## config.mk

```make
export PLATFORM = sky130hd
export DESIGN_NAME = irq_steer_agg
export DESIGN_NICKNAME = d
export VERILOG_FILES = /design/src/rtl/irq_steer_pkg.sv /design/src/rtl/irq_sync.sv /design/src/rtl/irq_regbank.sv /design/src/rtl/irq_master_agg.sv /design/src/rtl/irq_steer_agg.sv
export SDC_FILE = /design/constraint.sdc
export NUM_CORES = 2
export LEC_CHECK = 0
export BUFFER_PORTS_ARGS = -buffer_cell sky130_fd_sc_hd__buf_2
export CAP_MARGIN = 20
export CORE_ASPECT_RATIO = 0.5
export CORE_UTILIZATION = 50
export CTS_CLUSTER_DIAMETER = 150
export CTS_CLUSTER_SIZE = 14
export DETAILED_ROUTE_END_ITERATION = 6
export GPL_TIMING_DRIVEN = 0
export PLACE_DENSITY = 0.71
export SLEW_MARGIN = 40
export SYNTH_ARGS = -nofsm -noshare
export SYNTH_HDL_FRONTEND = slang
export SYNTH_SLANG_ARGS = --single-unit
```

## constraint.sdc

```tcl
create_clock -name clk -period 2.75 [get_ports clk]
set_clock_uncertainty 0.2 [all_clocks]
set_input_delay 0.275 -clock clk [delete_from_list [all_inputs] [get_ports clk]]
set_output_delay 0.275 -clock clk [all_outputs]
set_load 0.02 [all_outputs]
```

## src/rtl/irq_steer_pkg.sv

```systemverilog
package irq_steer_pkg;
   localparam int unsigned GRP_W = 32;
   localparam int unsigned IDX_W = 5;
   localparam int unsigned BANK_W = 3;

   typedef enum logic [BANK_W-1:0] {
      BANK_MASK  = 3'd0,
      BANK_FORCE = 3'd1,
      BANK_STAT  = 3'd2,
      BANK_CTRL  = 3'd3
   } bank_e;

   localparam logic [IDX_W-1:0] CTRL_DISABLE = 5'd0;
   localparam logic [IDX_W-1:0] CTRL_PENDING = 5'd1;
endpackage

```

## src/rtl/irq_sync.sv

```systemverilog
module irq_sync #(
   parameter int unsigned WIDTH  = 8,
   parameter int unsigned STAGES = 2
) (
   input  logic             clk,
   input  logic             rst_n,
   input  logic [WIDTH-1:0] d,
   output logic [WIDTH-1:0] q
);
   generate
      if (STAGES == 0) begin : g_bypass
         assign q = d;
      end else begin : g_chain
         logic [WIDTH-1:0] stg [STAGES];
         always_ff @(posedge clk or negedge rst_n) begin
            if (!rst_n) begin
               for (int i = 0; i < int'(STAGES); i++) stg[i] <= '0;
            end else begin
               stg[0] <= d;
               for (int i = 1; i < int'(STAGES); i++) stg[i] <= stg[i-1];
            end
         end
         assign q = stg[STAGES-1];
      end
   endgenerate
endmodule

```

## src/rtl/irq_regbank.sv

```systemverilog
module irq_regbank
   import irq_steer_pkg::*;
#(
   parameter int unsigned NUM_SRC = 512,
   parameter int unsigned NUM_MST = 8,
   parameter int unsigned ADDR_W  = 8
) (
   input  logic               clk,
   input  logic               rst_n,
   input  logic               wr_en,
   input  logic [ADDR_W-1:0]  addr,
   input  logic [GRP_W-1:0]   wr_data,
   input  logic [NUM_SRC-1:0] status,
   input  logic               any_stat,
   output logic [NUM_SRC-1:0] mask_vec,
   output logic [NUM_SRC-1:0] force_vec,
   output logic [NUM_MST-1:0] dis,
   output logic [GRP_W-1:0]   rd_data
);
   localparam int unsigned NUM_GRP = NUM_SRC / GRP_W;
   localparam int unsigned GIDX_W  = (NUM_GRP > 1) ? $clog2(NUM_GRP) : 1;

   logic [GRP_W-1:0]  mask_q  [NUM_GRP];
   logic [GRP_W-1:0]  force_q [NUM_GRP];
   logic [GRP_W-1:0]  stat_a  [NUM_GRP];
   logic [NUM_MST-1:0] dis_q;

   logic [BANK_W-1:0] bank;
   logic [IDX_W-1:0]  idx;
   logic [GIDX_W-1:0] gidx;
   logic              idx_ok;

   assign bank   = addr[IDX_W +: BANK_W];
   assign idx    = addr[IDX_W-1:0];
   assign gidx   = idx[GIDX_W-1:0];
   assign idx_ok = (int'(idx) < int'(NUM_GRP));

   // register index i holds group NUM_GRP-1-i
   generate
      for (genvar i = 0; i < int'(NUM_GRP); i++) begin : g_map
         localparam int unsigned GRP = NUM_GRP - 1 - i;
         assign mask_vec [GRP*GRP_W +: GRP_W] = mask_q[i];
         assign force_vec[GRP*GRP_W +: GRP_W] = force_q[i];
         assign stat_a[i] = status[GRP*GRP_W +: GRP_W];
      end
   endgenerate

   always_ff @(posedge clk or negedge rst_n) begin
      if (!rst_n) begin
         for (int i = 0; i < int'(NUM_GRP); i++) begin
            mask_q[i]  <= '0;
            force_q[i] <= '0;
         end
         dis_q <= '0;
      end else if (wr_en) begin
         case (bank)
            BANK_MASK:  if (idx_ok) mask_q[gidx]  <= wr_data;
            BANK_FORCE: if (idx_ok) force_q[gidx] <= wr_data;
            BANK_CTRL:  if (idx == CTRL_DISABLE) dis_q <= wr_data[NUM_MST-1:0];
            default: ;
         endcase
      end
   end

   assign dis = dis_q;

   always_comb begin
      rd_data = '0;
      case (bank)
         BANK_MASK:  if (idx_ok) rd_data = mask_q[gidx];
         BANK_FORCE: if (idx_ok) rd_data = force_q[gidx];
         BANK_STAT:  if (idx_ok) rd_data = stat_a[gidx];
         BANK_CTRL: begin
            if (idx == CTRL_DISABLE)      rd_data[NUM_MST-1:0] = dis_q;
            else if (idx == CTRL_PENDING) rd_data[0] = any_stat;
         end
         default: ;
      endcase
   end
endmodule

```

## src/rtl/irq_master_agg.sv

```systemverilog
module irq_master_agg #(
   parameter int unsigned NUM_SRC     = 512,
   parameter int unsigned SRC_PER_MST = 64
) (
   input  logic                           clk,
   input  logic                           rst_n,
   input  logic [NUM_SRC-1:0]             status,
   input  logic [NUM_SRC/SRC_PER_MST-1:0] dis,
   output logic [NUM_SRC/SRC_PER_MST-1:0] mst_irq,
   output logic                           any_stat
);
   localparam int unsigned NUM_MST = NUM_SRC / SRC_PER_MST;

   logic [NUM_MST-1:0] hit;

   generate
      for (genvar m = 0; m < int'(NUM_MST); m++) begin : g_mst
         assign hit[m] = (|status[m*SRC_PER_MST +: SRC_PER_MST]) & ~dis[m];
      end
   endgenerate

   always_ff @(posedge clk or negedge rst_n) begin
      if (!rst_n) mst_irq <= '0;
      else        mst_irq <= hit;
   end

   assign any_stat = |status;
endmodule

```

## src/rtl/irq_steer_agg.sv

```systemverilog
module irq_steer_agg
   import irq_steer_pkg::*;
#(
   parameter int unsigned NUM_SRC     = 512,
   parameter int unsigned SRC_PER_MST = 64,
   parameter int unsigned SYNC_STAGES = 2
) (
   input  logic                           clk,
   input  logic                           rst_n,
   input  logic [NUM_SRC-1:0]             src_irq,
   input  logic                           wr_en,
   input  logic [7:0]                     addr,
   input  logic [31:0]                    wr_data,
   output logic [31:0]                    rd_data,
   output logic [NUM_SRC/SRC_PER_MST-1:0] mst_irq
);
   localparam int unsigned NUM_MST = NUM_SRC / SRC_PER_MST;
   localparam int unsigned NUM_GRP = NUM_SRC / GRP_W;
   localparam int unsigned ADDR_W  = BANK_W + IDX_W;

   generate
      if (SRC_PER_MST % GRP_W != 0) begin : g_bad_mst
         $error("SRC_PER_MST must be a multiple of the group width");
      end
      if (NUM_SRC % SRC_PER_MST != 0) begin : g_bad_src
         $error("NUM_SRC must be a multiple of SRC_PER_MST");
      end
      if (NUM_GRP > (1 << IDX_W) || NUM_GRP < 2) begin : g_bad_grp
         $error("group count must fit the index field");
      end
      if (NUM_MST > GRP_W) begin : g_bad_cnt
         $error("too many masters for one disable register");
      end
   endgenerate

   logic [NUM_SRC-1:0] src_s;
   logic [NUM_SRC-1:0] mask_w;
   logic [NUM_SRC-1:0] force_w;
   logic [NUM_SRC-1:0] status_w;
   logic [NUM_MST-1:0] dis_w;
   logic               any_stat_w;

   irq_sync #(.WIDTH(NUM_SRC), .STAGES(SYNC_STAGES)) u_sync (
      .clk(clk), .rst_n(rst_n), .d(src_irq), .q(src_s)
   );

   assign status_w = (src_s | force_w) & mask_w;

   irq_regbank #(.NUM_SRC(NUM_SRC), .NUM_MST(NUM_MST), .ADDR_W(ADDR_W)) u_regs (
      .clk(clk), .rst_n(rst_n), .wr_en(wr_en), .addr(addr), .wr_data(wr_data),
      .status(status_w), .any_stat(any_stat_w), .mask_vec(mask_w),
      .force_vec(force_w), .dis(dis_w), .rd_data(rd_data)
   );

   irq_master_agg #(.NUM_SRC(NUM_SRC), .SRC_PER_MST(SRC_PER_MST)) u_agg (
      .clk(clk), .rst_n(rst_n), .status(status_w), .dis(dis_w),
      .mst_irq(mst_irq), .any_stat(any_stat_w)
   );
endmodule

```

==> flow_summary.yaml <==
run_status:
  outcome: "complete, but fails checks"
  violations: "design-rule violations, negative setup slack"
synth:
  synth_flop_cell: "dfrtp_1"
  syn-num-nets: 5523
  synthCells: 4968
  ys_types: 47
  synthArstFlopShare_pct: 100.0
  synth_seq_cells: 2064
  synthesis.area_um2: 79770
  synth_top_area_share_pct: 64.75
  yosysSeqAreaShare_pct: 64.75
  yosysTopAreaCell: "dfrtp_1"
  synth.top_cells.by_area: "dfrtp_1 (65%), mux4_2 (9.8%), mux2_2 (9.7%)"
  synth.avg_cell_area_um2: 16.06
  synth.cells.most_frequent: "dfrtp_1 (2,064), mux2_2 (686), o21ai_0 (527)"
  synth_edf_count: 0
  yosysMostFrequentCell: "dfrtp_1"
  synth_warnings: 0
cts:
  clk_pin_slew_ns: 0.07
  h-tree-depth: 4
  cts.path.max_buffers: 4
  cts_tree: "done"
  cts_sinks: 2064
  cts_root_buffer: "clkbuf_16"
  numCtsBuffers: 173
  clock_latency_ns: 0.87
routing:
  wirelength_mm: 460.8
  vias_per_cell: 7.242
  wl_per_cell_um: 50.25
  drc: 14
  ant_nets: 0
  vias: 66409
  drt_iter0_drc: 10658
  dr.pass1.iters: 7
timing:
  fin_ws_ns: -1.894
  final.min_clock_period_ns: 4.644
  worst_pin_slew_ns: 1.076
  post-route-period-util_pct: 168.9
  maxSlewViolCount: 0
  final.setup.tns_ns: -332.34
  rsz0062_at_grt: "yes"
  maxSlewHeadroom_pct: 28.18
  setup_viol: 1239
  fmax_mhz: 215.3
  hold_viol_final: 0
floorplanning:
  dieArea_um2: 161200
  core_um2: 158100
  rows: 103
  start_util_pct: 50.45
  die_h_um: 284.4
  io_pins: 595
  die_width_um: 566.9
grt:
  antenna_found_initial: 90
  grt_max_degree: 123
  gr-total-overflow: 0
  grt_pass1_wl_mm: 600.9
  track_usage_pct: 57.09
  grt_pass1_vias: 66903
power:
  pwr_density_cell_nw_per_um2: 607.1
  ir_drop_mv: 0.7452
  finalPower_mw: 64.90
  p_leak_nw: 49.10
critical_path:
  reg2regPathDepth: 7
  cp_num_cells: 9
  cp_data_arrival_time_ns: 4.17
  cp_top_family: "simple AND/OR/NAND/NOR gates"
  end_kind: "output pin"
  worstPathCellList: "o21ai_4 -> nand4_1 -> nor4_4 -> nand4_1 -> buf_6 -> nor4_4 -> a21o_1 -> nand3_2 -> buf_6"
  start_kind: "register"
  path_class: "register to output pin"
  crit_buf_inv: 2
  cp_max_fo: 3
  slowest_stage: "nand4_1"
  cp.required_ns: 2.28
  max_stage_delay_ns: 0.74
worst_hold_path:
  hold-path-cell-count: 3
  hold_path_class: "primary input to register"
place:
  io_buffer_count: 590
  place_congestion: 1.124
  hpwl_mm: 320.8
job:
  cap_violations: 0
final_layout:
  fin_util_pct: 67.61
  nets: 7542
  drive_gt1_share_pct: 37.73
  area.growth.synth_to_final_pct: 34.03
==> kinds of logic (layout without fill, tap and decap cells) <==
group | Yosys count | after routing | synth area share, %
mux | 1401 | 1401 | 24.76
flops | 2064 | 2064 | 64.75
simple gates | 358 | 358 | 2.580
buf+inv | 334 | 2360 | 2.005
compound gates | 811 | 811 | 5.902
other cells | 0 | 76 | 0
==> metal layers <==
metal  routed length [um]  up-vias  global-route usage, %
li1                     -    22617                      -
met1               163800    34514                  68.81
met2               179900     6968                  74.85
met3                79100     2209                  38.33
met4                35050      101                  33.06
met5                 2980        -                  6.026
==> registers in the layout (all words and copies together), names as in the netlist <==
register	flops
u_sync.g_chain.stg	512
u_sync.q	512
u_agg.mst_irq	8
u_regs.force_vec	512
u_regs.mask_vec	512
u_regs.dis	8
==> stage by stage <==
stage	instance area, um^2	instances	hold WS [ns]	setup WS [ns]
5_1_grt	106800	9123	0.09153	-1.647
2_1_floorplan	79860	4968	-0.2206	-0.07153
6_report	106900	9170	0.09593	-1.894
3_5_place_dp	88310	7788	-0.03234	-2.345
4_1_cts	106000	9072	0.02705	-1.772
3_3_place_gp	85440	7658	0.1323	-40.95
==> what timing repair did <==
action,4_1_cts,5_1_grt
gates cloned,1,6
hold buffers,1064,1
endpoints found under the hold margin,1630,229
resized for setup,644,128
endpoints found under the setup margin,596,1550
buffers inserted,38,11
pin swaps,89,59
==> power by group <==
| group | total, mW | internal [mW] | switching, mW |
|---|---|---|---|
| clock network | 23.0 | 11.2 | 11.8 |
| logic | 8.68 | 3.56 | 5.12 |
| registers | 33.2 | 31.9 | 1.32 |
| total | 64.9 | 46.7 | 18.2 |
==> area by class of cell <==
type                            instances  area, um^2
Fill cell                            9936       51220
Sequential cell                      2064       51660
Buffer                                333        2526
Clock buffer                          173        4329
Timing Repair Buffer                 1845       16730
Clock inverter                          9       141.4
Tap cell                             2100        2628
Antenna cell                           76       190.2
Multi-Input combinational cell       2570       28710
==> placed cells by master, fill, tap and decap left out, drive strengths merged, types with 16 or more instances in the layout <==
cell type	synthesis	routed
o21ai	527	527
nand2	80	80
a22o	23	23
nor2	27	27
dfrtp	2064	2064
clkbuf	170	353
a22oi	127	127
dlygate4sd3	0	1057
mux2	1038	1038
mux2i	16	16
nand3	16	16
mux4	347	347
nor4	36	36
diode	0	76
buf	164	940
nand4	166	166
a221oi	18	18
a21oi	63	63
==> worst register-to-register path, delay by kind of cell (launching register included) <==
kind / cells / cell delay, ns
buf+inv: 2 / 0.35
flops: 1 / 0.43
simple gates: 4 / 1.79
compound gates: 1 / 0.39
==> path summary, 6_finish.rpt <==
| kind | startpoint | to | slack [ns] |
|---|---|---|---|
| worst max register to register | u_regs.force_vec[274] | u_agg.mst_irq[4] | -0.54 |
| worst max-delay path | u_regs.force_vec[274] | rd_data[0] | -1.89 |
| max in group asynchronous | rst_n | u_regs.mask_vec[508] | -0.65 |
| worst min register to register | u_sync.g_chain.stg[520] | u_sync.q[8] | 0.1 |
| worst min-delay path | wr_data[23] | u_regs.mask_vec[503] | 0.1 |
| min in group asynchronous | rst_n | u_sync.q[225] | 0.68 |
Power figures use the tool's default switching activity.
